$ cat config.mk
export PLATFORM = sky130hd
export DESIGN_NAME = srl_iq_top
export DESIGN_NICKNAME = d
export VERILOG_FILES = /design/src/rtl/srl_pkg.sv /design/src/rtl/srl_step_sel.sv /design/src/rtl/srl_lane.sv /design/src/rtl/srl_iq_top.sv
export SDC_FILE = /design/constraint.sdc
export NUM_CORES = 1
export LEC_CHECK = 0
export BUFFER_PORTS_ARGS = -buffer_cell sky130_fd_sc_hd__buf_2
export CAP_MARGIN = 0
export CORE_UTILIZATION = 45
export CTS_CLUSTER_DIAMETER = 200
export CTS_CLUSTER_SIZE = 16
export DETAILED_ROUTE_END_ITERATION = 8
export GPL_ROUTABILITY_DRIVEN = 0
export PLACE_DENSITY = 0.67
export SYNTH_ARGS = -nofsm -noshare
export SYNTH_HDL_FRONTEND = slang
export SYNTH_SLANG_ARGS = --single-unit
export TNS_END_PERCENT = 20
$ cat constraint.sdc
create_clock -name clk -period 7.64 [get_ports clk]
set_input_delay 1.528 -clock clk [delete_from_list [all_inputs] [get_ports clk]]
set_output_delay 1.528 -clock clk [all_outputs]
set_load 0.02 [all_outputs]
$ cat src/rtl/srl_pkg.sv
package srl_pkg;

  localparam int unsigned SAMPLE_W    = 16;
  localparam int unsigned SEL_W       = 4;
  localparam int unsigned BYPASS_CODE = 0;

  // divisor of full scale for each selection code; reserved codes fall to the strongest
  function automatic int unsigned fs_divisor(input int unsigned code);
    case (code)
      1:       return 2;
      2:       return 4;
      3:       return 5;
      4:       return 10;
      5:       return 20;
      6:       return 50;
      default: return 100;
    endcase
  endfunction

  // maximum step rounded up so that a full-span step takes exactly 'divisor' samples
  function automatic int unsigned max_step(input int unsigned code, input int unsigned width);
    int unsigned span;
    int unsigned div;
    span = 32'd1 << width;
    div  = fs_divisor(code);
    return (span + div - 1) / div;
  endfunction

endpackage

$ cat src/rtl/srl_step_sel.sv
module srl_step_sel #(
  parameter int unsigned DATA_W = srl_pkg::SAMPLE_W,
  parameter int unsigned SEL_W  = srl_pkg::SEL_W,
  localparam int unsigned LIM_W = DATA_W + 1,
  localparam int unsigned N_CODES = 1 << SEL_W
) (
  input  logic [SEL_W-1:0] sel,
  output logic [LIM_W-1:0] limit,
  output logic             bypass
);

  logic [LIM_W-1:0] lut [N_CODES];

  for (genvar c = 0; c < N_CODES; c++) begin : g_code
    assign lut[c] = LIM_W'(srl_pkg::max_step(c, DATA_W));
  end

  always_comb begin
    limit  = lut[sel];
    bypass = (sel == SEL_W'(srl_pkg::BYPASS_CODE));
  end

endmodule

$ cat src/rtl/srl_lane.sv
module srl_lane #(
  parameter int unsigned DATA_W = srl_pkg::SAMPLE_W,
  localparam int unsigned DIFF_W = DATA_W + 1
) (
  input  logic                     clk,
  input  logic                     rst,
  input  logic                     take,
  input  logic signed [DATA_W-1:0] din,
  input  logic [DIFF_W-1:0]        limit,
  input  logic                     bypass,
  output logic signed [DATA_W-1:0] dout
);

  logic signed [DIFF_W-1:0] delta;
  logic [DIFF_W-1:0]        delta_mag;
  logic signed [DIFF_W-1:0] clamp_step;
  logic signed [DIFF_W-1:0] ramp_sum;
  logic signed [DATA_W-1:0] next_val;

  always_comb begin
    // feedback: requested step is new input minus the last output
    delta     = DIFF_W'(din) - DIFF_W'(dout);
    delta_mag = delta[DIFF_W-1] ? DIFF_W'(-delta) : DIFF_W'(delta);
    clamp_step = delta[DIFF_W-1] ? -$signed(limit) : $signed(limit);
    ramp_sum   = DIFF_W'(dout) + clamp_step;
    if (bypass || (delta_mag <= limit)) begin
      next_val = din;
    end else begin
      next_val = ramp_sum[DATA_W-1:0];
    end
  end

  always_ff @(posedge clk) begin
    if (rst) begin
      dout <= '0;
    end else if (take) begin
      dout <= next_val;
    end
  end

endmodule

$ cat src/rtl/srl_iq_top.sv
module srl_iq_top #(
  parameter int unsigned DATA_W = srl_pkg::SAMPLE_W,
  parameter int unsigned SEL_W  = srl_pkg::SEL_W,
  localparam int unsigned LIM_W = DATA_W + 1,
  localparam int unsigned N_LANES = 2
) (
  input  logic                     clk,
  input  logic                     rst,
  input  logic                     in_valid,
  input  logic signed [DATA_W-1:0] in_i,
  input  logic signed [DATA_W-1:0] in_q,
  input  logic [SEL_W-1:0]         slew_sel,
  output logic                     out_valid,
  output logic signed [DATA_W-1:0] out_i,
  output logic signed [DATA_W-1:0] out_q
);

  logic [LIM_W-1:0]         step_lim;
  logic                     step_bypass;
  logic signed [DATA_W-1:0] lane_in  [N_LANES];
  logic signed [DATA_W-1:0] lane_out [N_LANES];

  srl_step_sel #(.DATA_W(DATA_W), .SEL_W(SEL_W)) step_sel_i (
    .sel    (slew_sel),
    .limit  (step_lim),
    .bypass (step_bypass)
  );

  assign lane_in[0] = in_i;
  assign lane_in[1] = in_q;

  for (genvar l = 0; l < N_LANES; l++) begin : g_lane
    srl_lane #(.DATA_W(DATA_W)) lane_i (
      .clk    (clk),
      .rst    (rst),
      .take   (in_valid),
      .din    (lane_in[l]),
      .limit  (step_lim),
      .bypass (step_bypass),
      .dout   (lane_out[l])
    );
  end

  assign out_i = lane_out[0];
  assign out_q = lane_out[1];

  always_ff @(posedge clk) begin
    if (rst) begin
      out_valid <= 1'b0;
    end else begin
      out_valid <= in_valid;
    end
  end

endmodule

## Word-level counts from Yosys, hierarchy flattened

Memory sizes are Yosys's and may differ from the RTL's.
Index checks and enable logic that the tools add are counted.

| storage, ports and cells | value |
|---|---|
| register bits after elaboration | 33 |
| ROM bits | 272 |
| input port bits | 39 |
| output and inout bits | 33 |
| word-level logic and storage cells | 26 |
| memories | 1 |

| operators by class | value |
|---|---|
| add/subtract/negate cells | 7 |
| order comparisons | 3 |
| mux-type cells | 8 |
| bitwise gates (word level) | 1 |
| reduce and logical (&&, ||, !) cells | 3 |

Memories:

| name | words | bits a word | read ports | clocked after Yosys merged registers in | write ports | line | text |
|---|---|---|---|---|---|---|---|
| (name not given) | 16 | 17 | 1 | 0 | 0 | srl_step_sel.sv:19 | `limit = lut[sel];` |

Operators with widths:

| operator | count |
|---|---|
| two-way mux 17 bit | 4 |
| two-way mux 16 bit | 4 |
| <= comparator 17 bit | 2 |
| negator 17 bit | 2 |
| subtractor 16 x 16 -> 17 bit | 2 |
| adder 16 bit | 2 |
| negator 16 bit | 1 |
| >= comparator 5 bit, second input constant | 1 |
| inverter 4 -> 5 bit | 1 |
| logical NOT 4 bit | 1 |
| logical OR 1 bit | 2 |

## Depth between registers and ports, before layout

| depth | value |
|---|---|
| depth in word-level cells | 8 |
| depth in mapped cells | 25 |
| mapped depth without buffers | 24 |

## By module

From an unflattened synthesis, not the netlist that was laid out.

| unflattened totals | value |
|---|---|
| cell total of the unflattened synthesis | 930 |
| area, all modules | 7088.0 µm² |

By module, submodules not included:

| module | instances | cells each | area an instance (µm²) | seq. area each (µm²) |
|---|---|---|---|---|
| srl_lane | 2 | 444 | 3397.0 | 320.3 |
| srl_step_sel | 1 | 40 | 260.2 | 0.0 |
| srl_iq_top | 1 | 2 | 33.8 | 20.0 |

## Least setup slack after synthesis

OpenSTA, ideal clock, no wires.

| timing | value |
|---|---|
| kind | in2reg |
| from | input in_q[0] |
| to | register g_lane[1].lane_i.dout[15] |
| setup time | 0.091 ns |
| arrival time | 6.270 ns |
| required time | 7.549 ns |
| slack | 1.279 ns |
| stages | 22 |
| buffers on the path | 1 |
| path through | inv_1 -> ha_1 -> fa_1 -> nor2b_1 -> o31a_1 -> o311a_1 -> o21ba_2 -> o21ai_1 -> o21ai_1 -> clkbuf_1 -> mux2_2 -> ha_1 -> a211oi_1 -> o21bai_1 -> a21oi_1 -> a21oi_1 -> o41ai_1 -> nor2_1 -> a211oi_1 -> o21ai_0 -> xnor2_1 -> a311oi_1 |

| on the way | value |
|---|---|
| longest elaborated chain between the ends | 6 |
| elaborated cells on any way between the ends | 8 |
| classes of those cells | add/sub (3); order compare (1); mux (3); reduce/logical (1) |

RTL lines:

| element | line | text |
|---|---|---|
| start, declared | srl_iq_top.sv:11 | `input logic signed [DATA_W-1:0] in_q,` |
| subtractor 16 x 16 -> 17 bit (*) | srl_lane.sv:22 | `delta = DIFF_W'(din) - DIFF_W'(dout);` |
| negator 17 bit | srl_lane.sv:23 | `delta_mag = delta[DIFF_W-1] ? DIFF_W'(-delta) : DIFF_W'(delta);` |
| two-way mux 17 bit | srl_lane.sv:23 |  |
| <= comparator 17 bit | srl_lane.sv:26 | `if (bypass \|\| (delta_mag <= limit)) begin` |
| logical OR 1 bit | srl_lane.sv:26 |  |
| two-way mux 16 bit (*) | srl_lane.sv:26 |  |
| end signal, assigned | srl_lane.sv:37 | `dout <= next_val;` |
| end, declared | srl_lane.sv:11 | `output logic signed [DATA_W-1:0] dout` |

Every way passes the cells marked *; elsewhere a longest branch is shown, timed or not.
A chain may end at the register's enable or synchronous reset.

## Worst setup path after layout

Ends and elaborated chain as after synthesis.

==> results.py <==
metrics = {
    "logic_synthesis": {
        "synth_nets": 1023,
        "ys_ff_latch": 33,
        "synthFlopType": "dfxtp_1",
        "syn_area_um2": 6523,
        "syn_avg_cell_area_um2": 7.420,
        "synth.area.top_cells": "ha_1, dfxtp_1, xnor2_1",
        "synth.largest_area_cell": "ha_1",
        "yosysTopAreaCellShare_pct": 19.37,
        "synth_edf_count": 0,
        "ys_async_sr_fraction_pct": 0,
        "netlist-cell-type-count": 69,
        "yosys_warnings": 0,
        "yosysSeqAreaShare_pct": 10.13,
        "synthCells": 879,
    },
    "status": {
        "status": "finished, final reports clean",
    },
    "floorplanning": {
        "die_area_um2": 14980,
        "initial_core_util_pct": 46.63,
        "rows": 43,
        "fp.coreArea_um2": 13990,
        "die_x_um": 122.4,
        "top_level_ports": 72,
        "die_h_um": 122.4,
    },
    "layout": {
        "multi_input_area_um2": 5492,
        "antennaDiodeCount": 0,
        "layout-drive-gt1-share_pct": 11.73,
        "fillers": 1380,
        "area.growth.synth_to_final_pct": 9.649,
        "final_nets": 1073,
        "seq_area_um2": 660.6,
        "finalInstanceArea_um2": 7152,
    },
    "min_path": {
        "whs_path_depth": 2,
        "holdPathEnd": "g_lane[1].lane_i.dout[9]$_SDFFE_PP0P_",
        "hold_path.startpoint": "g_lane[1].lane_i.dout[9]$_SDFFE_PP0P_",
        "hold_class": "reg -> reg",
    },
    "pwr": {
        "p_clk_share_pct": 6.2,
        "finalPower_w": 0.003914,
        "seq_power_share_pct": 8.5,
        "netSwitchingFraction_pct": 51.70,
        "power_density_nw_per_um2": 547.2,
        "p_leak_nw": 3.252,
        "p_int_w": 0.001891,
        "combPwrFrac_pct": 85.4,
        "vdd_drop_max_mv": 0.2446,
        "p_switching_w": 0.002023,
    },
    "clock_network": {
        "clock_latency_ns": 0.30,
        "cts_buffers": 5,
        "clk_pin_slew_ns": 0.06,
        "postCtsHoldBufs": 0,
        "clk_path_buf_depth": 2,
        "clock-sinks": 33,
        "cts-resized-gates": 0,
        "post_cts_buffers": 0,
        "cts_tree": "done",
        "h-tree-depth": 2,
        "cts-root-buf": "clkbuf_16",
    },
    "place": {
        "dpl_cell_area_um2": 6992,
        "dp_hpwl_um": 14520,
        "place_ws_ns": 0.8621,
        "port_buffers": 71,
    },
    "routing": {
        "highest-signal-layer": "met4",
        "met3WireLength_um": 637,
        "drtIter0Drc": 328,
        "wl_met2_um": 8603,
        "wl_per_cell_um": 16.18,
        "routed-via-count": 6453,
        "wl_met1_um": 8463,
        "via_per_inst": 5.819,
        "ant_nets": 0,
        "drc_errors": 0,
        "dr.pass1.iters": 5,
        "wl_um": 17940,
    },
    "worst_setup_path": {
        "r2r.worst_path.cells": 22,
        "crit_type": "in -> reg",
        "cp_cell_sequence": "buf_2, inv_1, ha_1, fa_1, nor2b_1, o31a_1, o311a_1, o21ba_2, o21ai_1, o21ai_2, buf_4, nor2_1, xnor2_1, ha_1, o21ai_0, o21bai_1, a21oi_1, a21oi_1, o41ai_1, nor2_1, a211oi_1, o21ai_0, xnor2_1, a311oi_1",
        "slowest_stage": "o41ai_1",
        "critical_path.max_stage_delay_ns": 0.59,
        "cp_num_buf_inv": 3,
        "crit_family": "compound AO/OA/AOI/OAI gates",
        "cp.depth": 24,
        "end_kind": "register",
        "path_max_fanout": 14,
        "reg2reg_to": "g_lane[1].lane_i.dout[15]$_SDFFE_PP0P_",
        "crit_required_ns": 7.84,
        "r2r_start": "g_lane[1].lane_i.dout[0]$_SDFFE_PP0P_",
        "critPathArrivalTime_ns": 6.70,
        "setup.worst_path.start_class": "input pin",
        "r2r_slack_ns": 2.15,
    },
    "sta": {
        "tightest_slew_ns": 1.117,
        "period_share_pct": 85.19,
        "grt_setup_unrepaired": "no",
        "skew_ns": 0.01183,
        "clock.fmax_ghz": 0.1537,
        "fin_crit_ns": 6.508,
        "slew_violations": 0,
        "final-hold-violation-count": 0,
        "max_slew_margin_pct": 25.53,
        "tns_ns": 0,
        "setup_viol": 0,
        "setup_slack_ns": 1.132,
    },
    "grt": {
        "grt_util_all_layers_pct": 24.40,
        "grt_max_degree": 63,
        "grt_pass1_wl_um": 29160,
        "antenna_found_initial": 0,
        "grt_overflow_total": 0,
        "grt_pass1_vias": 6026,
    },
    "run": {
        "cap_violations": 0,
    },
}
## synth_stat cells (all sizes together), types with 5 or more instances
library cell,number
a211oi,33
a21boi,5
a21o,24
a21oi,69
a31oi,8
and2,5
and3,5
buf,9
clkbuf,26
dfxtp,33
ha,101
inv,55
mux2i,28
nand2,59
nand2b,12
nand3,15
nand4,7
nor2,87
nor2b,17
nor3,29
nor4,5
o211ai,7
o21a,11
o21ai,45
o21bai,7
o31ai,5
or2,11
or3,7
xnor2,67
xor2,18
## area by class of cell
type | count | area share, %
Tap cell | 180 | 3.149
Timing Repair Buffer | 78 | 5.703
Sequential cell | 33 | 9.237
Multi-Input combinational cell | 756 | 76.78
Clock buffer | 5 | 1.749
Clock inverter | 2 | 0.4899
Inverter | 55 | 2.887
## registers in the layout, indices dropped and copies added (netlist names)
signal              cells
out_valid               1
g_lane.lane_i.dout     32
## worst max-delay path by stage
stage	from	to
after global routing	in_q[0]	g_lane[1].lane_i.dout[15]$_SDFFE_PP0P_
after global placement	in_q[0]	g_lane[1].lane_i.dout[15]$_SDFFE_PP0P_
after detailed placement	in_q[0]	g_lane[1].lane_i.dout[15]$_SDFFE_PP0P_
after CTS	in_q[0]	g_lane[1].lane_i.dout[15]$_SDFFE_PP0P_
final	in_q[0]	g_lane[1].lane_i.dout[15]$_SDFFE_PP0P_
after floorplan	in_q[0]	g_lane[1].lane_i.dout[15]$_SDFFE_PP0P_
## power by group through the flow
stage | clock network (W) | registers [W] | logic (W)
2_1_floorplan | 0 | 0.000396 | 0.00267
3_3_place_gp | 0 | 0.000335 | 0.00328
3_5_place_dp | 0 | 0.000334 | 0.00332
4_1_cts | 0.000246 | 0.000332 | 0.00333
5_1_grt | 0.000252 | 0.000340 | 0.00372
6_report | 0.000242 | 0.000331 | 0.00334
## cell usage in the layout, fill, tap and decap left out, drive strengths merged, types with 17 or more instances in the layout
cell / synthesis / layout
a211oi: 33 / 33
a21o: 24 / 24
a21oi: 69 / 69
buf: 9 / 78
dfxtp: 33 / 33
ha: 101 / 101
inv: 55 / 55
mux2i: 28 / 28
nand2: 59 / 59
nor2: 87 / 87
nor2b: 17 / 17
nor3: 29 / 29
o21ai: 45 / 45
xnor2: 67 / 67
xor2: 18 / 18
## routing by layer
layer,vias to the layer above,track usage [%]
met5,-,0
met4,0,5.107
met3,24,3.160
met2,141,43.36
met1,2987,31.19
li1,3301,-
## kinds of logic (layout without fill, tap and decap cells)
family / after synthesis / in the layout / synth area share [%]
simple gates: 276 / 276 / 20.62
compound gates: 258 / 258 / 26.34
fa+ha+maj: 105 / 105 / 20.60
buf+inv: 90 / 140 / 5.908
xor+xnor: 85 / 85 / 11.41
flops: 33 / 33 / 10.13
mux: 32 / 32 / 4.988
## through the flow
| step | std cells | hold WS, ns | util, % |
|---|---|---|---|
| 6_report | 1109 | 0.5246 | 51.13 |
| 5_1_grt | 1109 | 0.5406 | 51.13 |
| 4_1_cts | 1109 | 0.5281 | 51.13 |
| 3_5_place_dp | 1102 | 0.5178 | 49.98 |
| 3_3_place_gp | 1102 | 0.5072 | 49.98 |
| 2_1_floorplan | 879 | 0.5831 | - |
## worst min-delay path: cells and delay by family (launching register included)
kind,cells,cell delay (ns)
AND/OR/NAND/NOR,1,0.09
flip-flops,1,0.34
AO/OA/AOI/OAI,1,0.05
Note: power is estimated with default switching activity, not from simulation.
